===== config.mk =====
export PLATFORM = sky130hd
export DESIGN_NAME = seq_prefetch_engine
export DESIGN_NICKNAME = d
export VERILOG_FILES = /design/src/rtl/pf_pkg.sv /design/src/rtl/pf_slot_match.sv /design/src/rtl/pf_lru.sv /design/src/rtl/pf_target.sv /design/src/rtl/seq_prefetch_engine.sv
export SDC_FILE = /design/constraint.sdc
export NUM_CORES = 2
export LEC_CHECK = 0
export ABC_AREA = 1
export CORE_MARGIN = 2
export CORE_UTILIZATION = 35
export CTS_CLUSTER_SIZE = 25
export DETAILED_ROUTE_END_ITERATION = 6
export GPL_TIMING_DRIVEN = 1
export PLACE_DENSITY = 0.49
export SYNTH_ARGS = -nofsm -noshare
export SYNTH_HDL_FRONTEND = slang
export SYNTH_SLANG_ARGS = --single-unit

===== constraint.sdc =====
create_clock -name clk -period 10.99 [get_ports clk]
set_clock_uncertainty 0.1 [all_clocks]
set_input_delay 3.297 -clock clk [delete_from_list [all_inputs] [get_ports clk]]
set_output_delay 3.297 -clock clk [all_outputs]
set_load 0.01 [all_outputs]

===== src/rtl/pf_pkg.sv =====
`timescale 1ns/1ps
package pf_pkg;
  typedef enum logic [1:0] {
    SLOT_CAND = 2'd0,
    SLOT_RAMP = 2'd1,
    SLOT_LIVE = 2'd2
  } slot_state_e;

  typedef enum logic [2:0] {
    ACT_IDLE  = 3'd0,
    ACT_HINT  = 3'd1,
    ACT_STEP  = 3'd2,
    ACT_SAME  = 3'd3,
    ACT_ALLOC = 3'd4
  } pf_act_e;
endpackage


===== src/rtl/pf_slot_match.sv =====
`timescale 1ns/1ps
module pf_slot_match
  import pf_pkg::*;
#(
  parameter int LINE_W = 26
) (
  input  logic              valid,
  input  slot_state_e       state,
  input  logic              down,
  input  logic [LINE_W-1:0] cur,
  input  logic [LINE_W-1:0] ld_line,
  input  logic              ld_miss,
  output logic              step_hit,
  output logic              same_hit,
  output logic              cand_down
);
  logic [LINE_W-1:0] up_line, dn_line, nxt_line;

  assign up_line   = cur + LINE_W'(1);
  assign dn_line   = cur - LINE_W'(1);
  assign nxt_line  = down ? dn_line : up_line;
  assign cand_down = (ld_line == dn_line);

  always_comb begin
    step_hit = 1'b0;
    if (valid) begin
      unique case (state)
        SLOT_CAND: step_hit = ld_miss && ((ld_line == up_line) || (ld_line == dn_line));
        SLOT_RAMP: step_hit = ld_miss && (ld_line == nxt_line);
        SLOT_LIVE: step_hit = (ld_line == nxt_line);
        default:   step_hit = 1'b0;
      endcase
    end
  end

  assign same_hit = valid && (ld_line == cur);
endmodule


===== src/rtl/pf_lru.sv =====
`timescale 1ns/1ps
module pf_lru #(
  parameter int NUM_STREAMS = 8,
  localparam int IDX_W = (NUM_STREAMS > 1) ? $clog2(NUM_STREAMS) : 1
) (
  input  logic             clk,
  input  logic             rst,
  input  logic             touch,
  input  logic [IDX_W-1:0] touch_idx,
  output logic [IDX_W-1:0] lru_idx
);
  logic [IDX_W-1:0] age [NUM_STREAMS];

  always_ff @(posedge clk) begin
    if (rst) begin
      for (int i = 0; i < NUM_STREAMS; i++) age[i] <= IDX_W'(i);
    end else if (touch) begin
      for (int i = 0; i < NUM_STREAMS; i++) begin
        if (IDX_W'(i) == touch_idx) age[i] <= '0;
        else if (age[i] < age[touch_idx]) age[i] <= age[i] + IDX_W'(1);
      end
    end
  end

  always_comb begin
    lru_idx = '0;
    for (int i = NUM_STREAMS - 1; i >= 0; i--) begin
      if (age[i] == IDX_W'(NUM_STREAMS - 1)) lru_idx = IDX_W'(i);
    end
  end
endmodule


===== src/rtl/pf_target.sv =====
`timescale 1ns/1ps
module pf_target #(
  parameter int LINE_W    = 26,
  parameter int PAGE_LOG2 = 5,
  parameter int L2_AHEAD  = 12
) (
  input  logic [LINE_W-1:0] ref_line,
  input  logic              down,
  output logic [LINE_W-1:0] l1_line,
  output logic              l1_ok,
  output logic [LINE_W-1:0] l2_line,
  output logic              l2_ok
);
  assign l1_line = down ? ref_line - LINE_W'(1) : ref_line + LINE_W'(1);
  assign l2_line = down ? ref_line - LINE_W'(L2_AHEAD) : ref_line + LINE_W'(L2_AHEAD);
  assign l1_ok   = (l1_line[LINE_W-1:PAGE_LOG2] == ref_line[LINE_W-1:PAGE_LOG2]);
  assign l2_ok   = (l2_line[LINE_W-1:PAGE_LOG2] == ref_line[LINE_W-1:PAGE_LOG2]);
endmodule


===== src/rtl/seq_prefetch_engine.sv =====
`timescale 1ns/1ps
module seq_prefetch_engine
  import pf_pkg::*;
#(
  parameter int LINE_W      = 26,
  parameter int NUM_STREAMS = 8,
  parameter int CNT_W       = 8,
  parameter int LINE_BYTES  = 128,
  parameter int PAGE_BYTES  = 4096,
  parameter int L2_AHEAD    = 12,
  localparam int IDX_W      = (NUM_STREAMS > 1) ? $clog2(NUM_STREAMS) : 1,
  localparam int PAGE_LOG2  = $clog2(PAGE_BYTES) - $clog2(LINE_BYTES)
) (
  input  logic              clk,
  input  logic              rst,
  input  logic              ld_valid,
  input  logic              ld_miss,
  input  logic [LINE_W-1:0] ld_line,
  input  logic              hint_valid,
  input  logic              hint_down,
  input  logic [LINE_W-1:0] hint_line,
  input  logic [CNT_W-1:0]  hint_count,
  output logic              l1_pf_valid,
  output logic [LINE_W-1:0] l1_pf_line,
  output logic              l2_pf_valid,
  output logic [LINE_W-1:0] l2_pf_line
);
  // stream table
  logic [NUM_STREAMS-1:0] s_valid, s_down, s_hint;
  slot_state_e            s_state [NUM_STREAMS];
  logic [LINE_W-1:0]      s_cur   [NUM_STREAMS];
  logic [CNT_W-1:0]       s_left  [NUM_STREAMS];

  logic [NUM_STREAMS-1:0] step_hit, same_hit, cand_down;
  logic [IDX_W-1:0]       step_idx, same_idx, free_idx, lru_idx, victim, act_idx;
  pf_act_e                act;
  logic [LINE_W-1:0]      t_l1_line, t_l2_line;
  logic                   t_l1_ok, t_l2_ok;

  for (genvar g = 0; g < NUM_STREAMS; g++) begin : g_match
    pf_slot_match #(.LINE_W(LINE_W)) u_match (
      .valid    (s_valid[g]),
      .state    (s_state[g]),
      .down     (s_down[g]),
      .cur      (s_cur[g]),
      .ld_line  (ld_line),
      .ld_miss  (ld_miss),
      .step_hit (step_hit[g]),
      .same_hit (same_hit[g]),
      .cand_down(cand_down[g])
    );
  end

  // lowest index wins among matching or free slots
  always_comb begin
    step_idx = '0;
    same_idx = '0;
    free_idx = '0;
    for (int i = NUM_STREAMS - 1; i >= 0; i--) begin
      if (step_hit[i]) step_idx = IDX_W'(i);
      if (same_hit[i]) same_idx = IDX_W'(i);
      if (!s_valid[i]) free_idx = IDX_W'(i);
    end
  end

  assign victim = (&s_valid) ? lru_idx : free_idx;

  always_comb begin
    act     = ACT_IDLE;
    act_idx = victim;
    if (hint_valid) begin
      if (hint_count != '0) act = ACT_HINT;
    end else if (ld_valid) begin
      if (|step_hit) begin
        act     = ACT_STEP;
        act_idx = step_idx;
      end else if (|same_hit) begin
        act     = ACT_SAME;
        act_idx = same_idx;
      end else if (ld_miss) begin
        act = ACT_ALLOC;
      end
    end
  end

  pf_lru #(.NUM_STREAMS(NUM_STREAMS)) u_lru (
    .clk      (clk),
    .rst      (rst),
    .touch    (act != ACT_IDLE),
    .touch_idx(act_idx),
    .lru_idx  (lru_idx)
  );

  pf_target #(
    .LINE_W   (LINE_W),
    .PAGE_LOG2(PAGE_LOG2),
    .L2_AHEAD (L2_AHEAD)
  ) u_target (
    .ref_line(ld_line),
    .down    (s_down[step_idx]),
    .l1_line (t_l1_line),
    .l1_ok   (t_l1_ok),
    .l2_line (t_l2_line),
    .l2_ok   (t_l2_ok)
  );

  always_ff @(posedge clk) begin
    if (rst) begin
      s_valid     <= '0;
      s_down      <= '0;
      s_hint      <= '0;
      for (int i = 0; i < NUM_STREAMS; i++) begin
        s_state[i] <= SLOT_CAND;
        s_cur[i]   <= '0;
        s_left[i]  <= '0;
      end
      l1_pf_valid <= 1'b0;
      l1_pf_line  <= '0;
      l2_pf_valid <= 1'b0;
      l2_pf_line  <= '0;
    end else begin
      l1_pf_valid <= 1'b0;
      l2_pf_valid <= 1'b0;
      unique case (act)
        ACT_HINT: begin
          s_valid[act_idx] <= 1'b1;
          s_state[act_idx] <= SLOT_LIVE;
          s_down[act_idx]  <= hint_down;
          s_cur[act_idx]   <= hint_down ? hint_line + LINE_W'(1) : hint_line - LINE_W'(1);
          s_hint[act_idx]  <= 1'b1;
          s_left[act_idx]  <= hint_count;
        end
        ACT_STEP: begin
          s_cur[act_idx] <= ld_line;
          if (s_state[act_idx] == SLOT_CAND) begin
            s_state[act_idx] <= SLOT_RAMP;
            s_down[act_idx]  <= cand_down[act_idx];
          end else begin
            s_state[act_idx] <= SLOT_LIVE;
            if (!t_l1_ok) begin
              s_valid[act_idx] <= 1'b0;
            end else begin
              l1_pf_valid <= 1'b1;
              l1_pf_line  <= t_l1_line;
              l2_pf_valid <= t_l2_ok;
              l2_pf_line  <= t_l2_line;
              if (s_hint[act_idx]) begin
                s_left[act_idx] <= s_left[act_idx] - CNT_W'(1);
                if (s_left[act_idx] == CNT_W'(1)) s_valid[act_idx] <= 1'b0;
              end
            end
          end
        end
        ACT_ALLOC: begin
          s_valid[act_idx] <= 1'b1;
          s_state[act_idx] <= SLOT_CAND;
          s_down[act_idx]  <= 1'b0;
          s_cur[act_idx]   <= ld_line;
          s_hint[act_idx]  <= 1'b0;
          s_left[act_idx]  <= '0;
        end
        default: ;
      endcase
    end
  end
endmodule


# Word level (Yosys, flattened, before mapping)

Memory sizes are Yosys's and may differ from the RTL's.
Index checks and enable logic that the tools add are counted.

Bits in registers: 78
Latch bits: 0
RAM bits: 312
Bits in read-only memories: 0
Bits of input ports: 66
Output and inout bits: 54
Word-level logic and storage cells: 436
Memories kept: 4

$add $sub $neg: 31
Multipliers: 0
Div/mod/pow operators: 0
Order comparisons: 11
Eq/ne operators: 73
Shifts and indexed selects: 0
Mux-type cells: 218
Bitwise logic cells: 32
Reduce and logical (&&, ||, !) cells: 60

Memory list:

| name      | depth | bits a word | read ports | clocked after memory_dff | wr ports | line                      | text |
|---|---|---|---|---|---|---|---|
| s_cur     | 8     | 26          | 8          | 0                        | 8        | seq_prefetch_engine.sv:31 | `logic [LINE_W-1:0] s_cur [NUM_STREAMS];` |
| s_left    | 8     | 8           | 1          | 0                        | 8        | seq_prefetch_engine.sv:32 | `logic [CNT_W-1:0] s_left [NUM_STREAMS];` |
| u_lru.age | 8     | 3           | 9          | 0                        | 8        | pf_lru.sv:12              | `logic [IDX_W-1:0] age [NUM_STREAMS];` |
| s_state   | 8     | 2           | 9          | 0                        | 8        | seq_prefetch_engine.sv:30 | `slot_state_e s_state [NUM_STREAMS];` |

Operator list:

| cell                    | number |
|---|---|
| $eq A26 B26 Y1          | 32 |
| $mux W26                | 14 |
| $add A26 B1 Y26 const B | 10 |
| $sub A26 B1 Y26 const B | 10 |
| $mux W3                 | 61 |
| $mux W1                 | 114 |
| $mux W8                 | 8 |
| $eq A21 B21 Y1          | 2 |
| $pmux W8 S2             | 2 |
| $eq A3 B3 Y1 const B    | 9 |
| $add A26 B4 Y26 const B | 1 |
| $reduce_or A26 Y1       | 1 |
| $sub A26 B4 Y26 const B | 1 |
| $logic_and A1 B1 Y1     | 25 |
| $add A3 B1 Y3 const B   | 8 |
| $and A8 B8 Y8           | 3 |
| $lt A3 B3 Y1            | 8 |
| $pmux W1 S3             | 8 |
| $pmux W8 S3             | 1 |
| $reduce_or A8 Y1        | 3 |
| $or A1 B1 Y1            | 23 |
| $logic_not A2 Y1        | 9 |
| $bwmux W8               | 2 |
| $eq A2 B1 Y1 const B    | 8 |
| 30 further kinds        | 62 |

# Longest topological paths before layout

Word-level depth: 29
Depth in mapped cells: 54
Gate-level depth less buffers: 53

# Modules after synthesis

Synthesis repeated with hierarchy kept, for this count alone.

Cell total of the unflattened synthesis: 8579
Area, all modules: 50302.0 um^2

By module, submodules not included:

| module                                 | times used | cells an instance | area an instance (um^2) | seq. area each (um^2) |
|---|---|---|---|---|
| pf_slot_match (g_match[0].u_match ...) | 7          | 750               | 3602.2                  | 0.0 |
| seq_prefetch_engine                    | 1          | 1642              | 16039.1                 | 10209.8 |
| pf_target                              | 1          | 721               | 3498.4                  | 0.0 |
| pf_slot_match (g_match[7].u_match)     | 1          | 735               | 3428.3                  | 0.0 |
| pf_lru                                 | 1          | 231               | 2120.8                  | 720.7 |

# Worst setup path after synthesis

OpenSTA, ideal clock, no wires.

Path kind: input -> register
Start: input ld_line[10]
End: memory s_left[3][0], enable pin
Setup time: 329 ps
Arrival time: 9620 ps
Required time: 10561 ps
Slack: 941 ps
Stages on the path: 44
Path buffers: 2
Path through: buf_2 > inv_1 > buf_2 > nor2_1 > nor2_1 > inv_1 > nand2_1 > and2_1 > nand3_1 > nor2_1 > nand3_1 > nor2_1 > nand3_1 > a21oi_1 > nand2_1 > nand2_1 > nand2_1 > nand2_1 > [... 8 more ...] > nand3b_1 > and2_1 > o21ai_0 > inv_1 > o21ai_0 > xnor2_1 > o22ai_1 > a221oi_1 > nand3_1 > a2111oi_0 > nand3_1 > nor3_1 > nand3_1 > nor2_8 > nand3_4 > nand3_4 > nand2_4 > nand2_1

RTL lines:

| item            | line                      | text |
|---|---|---|
| start, declared | seq_prefetch_engine.sv:18 | `input logic [LINE_W-1:0] ld_line,` |
| end, declared   | seq_prefetch_engine.sv:32 |  |

==> impl_metrics.py <==
metrics = {
    "route": {
        "wl_per_cell_um": 25.81,
        "drtPass1Iterations": 7,
        "viasPerCell": 5.507,
        "wl_mm": 260.0,
        "postRouteAntennaNets": 0,
        "dr_total_vias": 55467,
        "drc": 1,
        "drt_iter0_markers": 6612,
    },
    "job": {
        "maxCapViolations": 0,
    },
    "logic_synthesis": {
        "synth_area_leaders": "nand2_1 21%, edfxtp_1 20%, nor2_1 11%, nand3_1 11%, inv_1 5.8%",
        "syn_inst": 7845,
        "yosys_most_used_dff": "edfxtp_1",
        "syn-num-nets": 8014,
        "synthArstFlopShare_pct": 0,
        "yosys.area.top_type_share_pct": 20.91,
        "synth_largest_area_cell": "nand2_1",
        "synth_area_um2": 45910,
        "yosys_warnings": 0,
        "synth-edff-count": 312,
        "ys_seq_area_share_pct": 23.81,
        "ys_ff_latch": 390,
        "ys_types": 69,
        "avgSynthCellArea_um2": 5.852,
    },
    "floorplan": {
        "die-area_um2": 134100,
        "die_x_um": 366.2,
        "core_um2": 129800,
        "die_y_um": 366.2,
        "ios": 120,
        "row_count": 132,
        "floorplan.initialDensity_pct": 35.37,
    },
    "setup_path": {
        "crit_slowest_cell": "a2111oi_1",
        "crit_path_start": "ld_line[6]",
        "r2r_cells": 50,
        "cp.arrival_ns": 10.73,
        "critPathKind": "primary input to flip-flop",
        "reg2reg_from": "s_cur[5][1]$_SDFFCE_PN0P_",
        "crit_top_cell": "nand2_1",
        "cp.required_ns": 11.28,
        "max_stage_delay_ns": 0.34,
        "end_kind": "flip-flop",
        "critPathLaunchType": "primary input",
        "critPathMaxFanout": 9,
        "setup.worst_path.end": "s_left[0][0]$_SDFFCE_PN0P_",
        "r2r_setup_slack_ns": 2.10,
        "reg2reg_to": "s_left[0][0]$_SDFFCE_PN0P_",
    },
    "timing": {
        "setup_violations": 0,
        "hold_viol": 0,
        "drv_slew": 0,
        "worst_slack_ns": 0.5441,
        "tightest_slew_ns": 1.328,
        "fin_tns_setup_ns": 0,
        "period_share_pct": 95.05,
        "timing.slew.headroom_pct": 10.63,
        "period_minus_slack_ns": 10.45,
        "rsz0062_at_grt": "no",
        "timing.fmax_mhz": 95.73,
    },
    "finish": {
        "seq_area_um2": 10930,
        "layout_common_cells": "2,555 x nand2_1, 1,286 x nor2_1, 963 x nand3_1",
        "area_growth_pct": 19.37,
        "mostFrequentLayoutCell": "nand2_1",
        "multi_input_area_um2": 30640,
        "drive_above_1_share_pct": 11.85,
        "layout.nets": 8452,
        "n_fill_cell": 14431,
    },
    "power": {
        "p_sw_share_pct": 42.86,
        "ir_drop_mv": 0.1183,
        "p_seq_share_pct": 29.3,
        "total_power_uw": 6334,
        "p_comb_share_pct": 42.0,
        "switchingPower_uw": 2715,
        "internal_power_uw": 3619,
        "power_density_nw_per_um2": 115.6,
        "power.static_leakage_uw": 0.02587,
        "pwr-share-clk_pct": 28.7,
    },
    "grt": {
        "grt_pass1_vias": 50854,
        "antenna_found_initial": 17,
        "grt_overflow": 0,
        "use_met1_pct": 50.27,
        "grt_pass1_wl_mm": 366.6,
        "grtUsageMet3_pct": 6.073,
        "grt_use_met2_pct": 57.27,
        "gr-max-usage-layer": "met2",
        "grt_usage_pct": 37.51,
        "grt_start_max_net_pins": 52,
    },
    "placement": {
        "port_buffers": 119,
        "place_congestion": 1.045,
        "dpl.hpwl_mm": 209.0,
        "place_ws_ns": -0.5297,
    },
    "clock_network": {
        "cts-htree-levels": 2,
        "cts.sinks": 390,
        "postCtsHoldBufs": 0,
        "cts_made_buffers": 51,
        "path_clk_slew_ns": 0.06,
        "clk_latency_ns": 0.69,
        "cts_tree": "built",
        "cts_root_buf": "clkbuf_16",
        "clockBufferDepth": 3,
    },
    "run_status": {
        "outcome": "finished, violations left",
        "violations": "design-rule violations",
    },
    "hold_path": {
        "hp-class": "flip-flop to flip-flop",
    },
}
worst max-delay path: cells and delay by family:
family	cells	cell delay (ns)
XOR/XNOR	2	0.32
AO/OA/AOI/OAI	7	1.70
AND/OR/NAND/NOR	27	3.09
buffers and inverters	11	1.97
adder cells (fa/ha/maj)	1	0.32
power by group through the flow:
| stage | Combinational (uW) | Clock, uW | Sequential [uW] |
|---|---|---|---|
| final | 2660 | 1820 | 1860 |
| after detailed placement | 2580 | 0 | 1880 |
| after global routing | 2830 | 1880 | 1870 |
| after global placement | 2590 | 0 | 1890 |
| after floorplan | 1390 | 0 | 1770 |
| after CTS | 2590 | 1840 | 1850 |
how the worst min path moves through the flow:
stage                               startpoint                         end  slack [ns]  depth (start not counted)
finish              l1_pf_line[2]$_SDFFE_PP0P_  l1_pf_line[2]$_SDFFE_PP0P_        0.36                          2
global route        l1_pf_line[0]$_SDFFE_PP0P_  l1_pf_line[0]$_SDFFE_PP0P_        0.39                          2
CTS                 l1_pf_line[2]$_SDFFE_PP0P_  l1_pf_line[2]$_SDFFE_PP0P_        0.36                          2
detailed placement  l1_pf_line[2]$_SDFFE_PP0P_  l1_pf_line[2]$_SDFFE_PP0P_        0.35                          2
global placement    l1_pf_line[2]$_SDFFE_PP0P_  l1_pf_line[2]$_SDFFE_PP0P_        0.35                          2
floorplan                            flip-flop                   flip-flop        0.35                          2
registers in the layout, indices dropped and copies added, names as in the netlist, named ones only:
signal	count
l1_pf_valid	1
l2_pf_valid	1
u_lru.age	24
l1_pf_line	26
s_cur	208
s_state	16
l2_pf_line	26
s_left	64
logic make-up after synthesis:
family                     count (synthesis)  share of synthesized area [%]
buffers and inverters                   1100                          9.674
and+or+nand+nor                         5329                          49.90
xor gates and xnor gates                 357                          6.840
adders and majority gates                103                          2.856
DFF                                      390                          23.81
muxes                                      1                        0.02180
AOI/OAI and AO/OA                        565                          6.900
layout make-up:
| type | instances | area share [%] |
|---|---|---|
| sequential | 390 | 19.94 |
| timing repair buffer | 721 | 11.70 |
| antenna | 5 | 0.02283 |
| clock inverter | 33 | 0.6644 |
| inverter | 764 | 5.237 |
| tap | 1742 | 3.977 |
| multi-input combinational | 6355 | 55.91 |
| clock buffer | 63 | 2.543 |
through the flow:
step                hold WS [ns]  utilization [%]  std cells  cell area (um2)
floorplan                 0.3529                -       7845            45910
global placement          0.3463            40.78       9967            52940
detailed placement        0.3538            40.78       9967            52940
CTS                       0.3650            42.13      10063            54700
global route              0.3901            42.21      10069            54790
finish                    0.3572            42.22      10073            54800
layer usage:
| metal | up-vias | share of wire [%] |
|---|---|---|
| met5 | - | 0.018 |
| met4 | 6 | 6.8 |
| met3 | 569 | 8.7 |
| met2 | 2610 | 42 |
| met1 | 26082 | 42 |
| li1 | 26200 | - |
cell usage after synthesis (100+ instances only):
library cell  number
nor2_1          1287
xor2_1           249
nand4_1          162
inv_1            711
nand3_1          964
xnor2_1          107
ha_1             100
edfxtp_1         312
nand2_1         2558
clkbuf_1         126
a21oi_1          181
buf_2            146
o21ai_0          183
timing repair:
action                     in CTS  in global routing
hold endpoints to repair        0                  0
setup endpoints to repair       0                190
resized for setup               0                 17
setup buffers                   0                  5
Power figures use the tool's default switching activity.
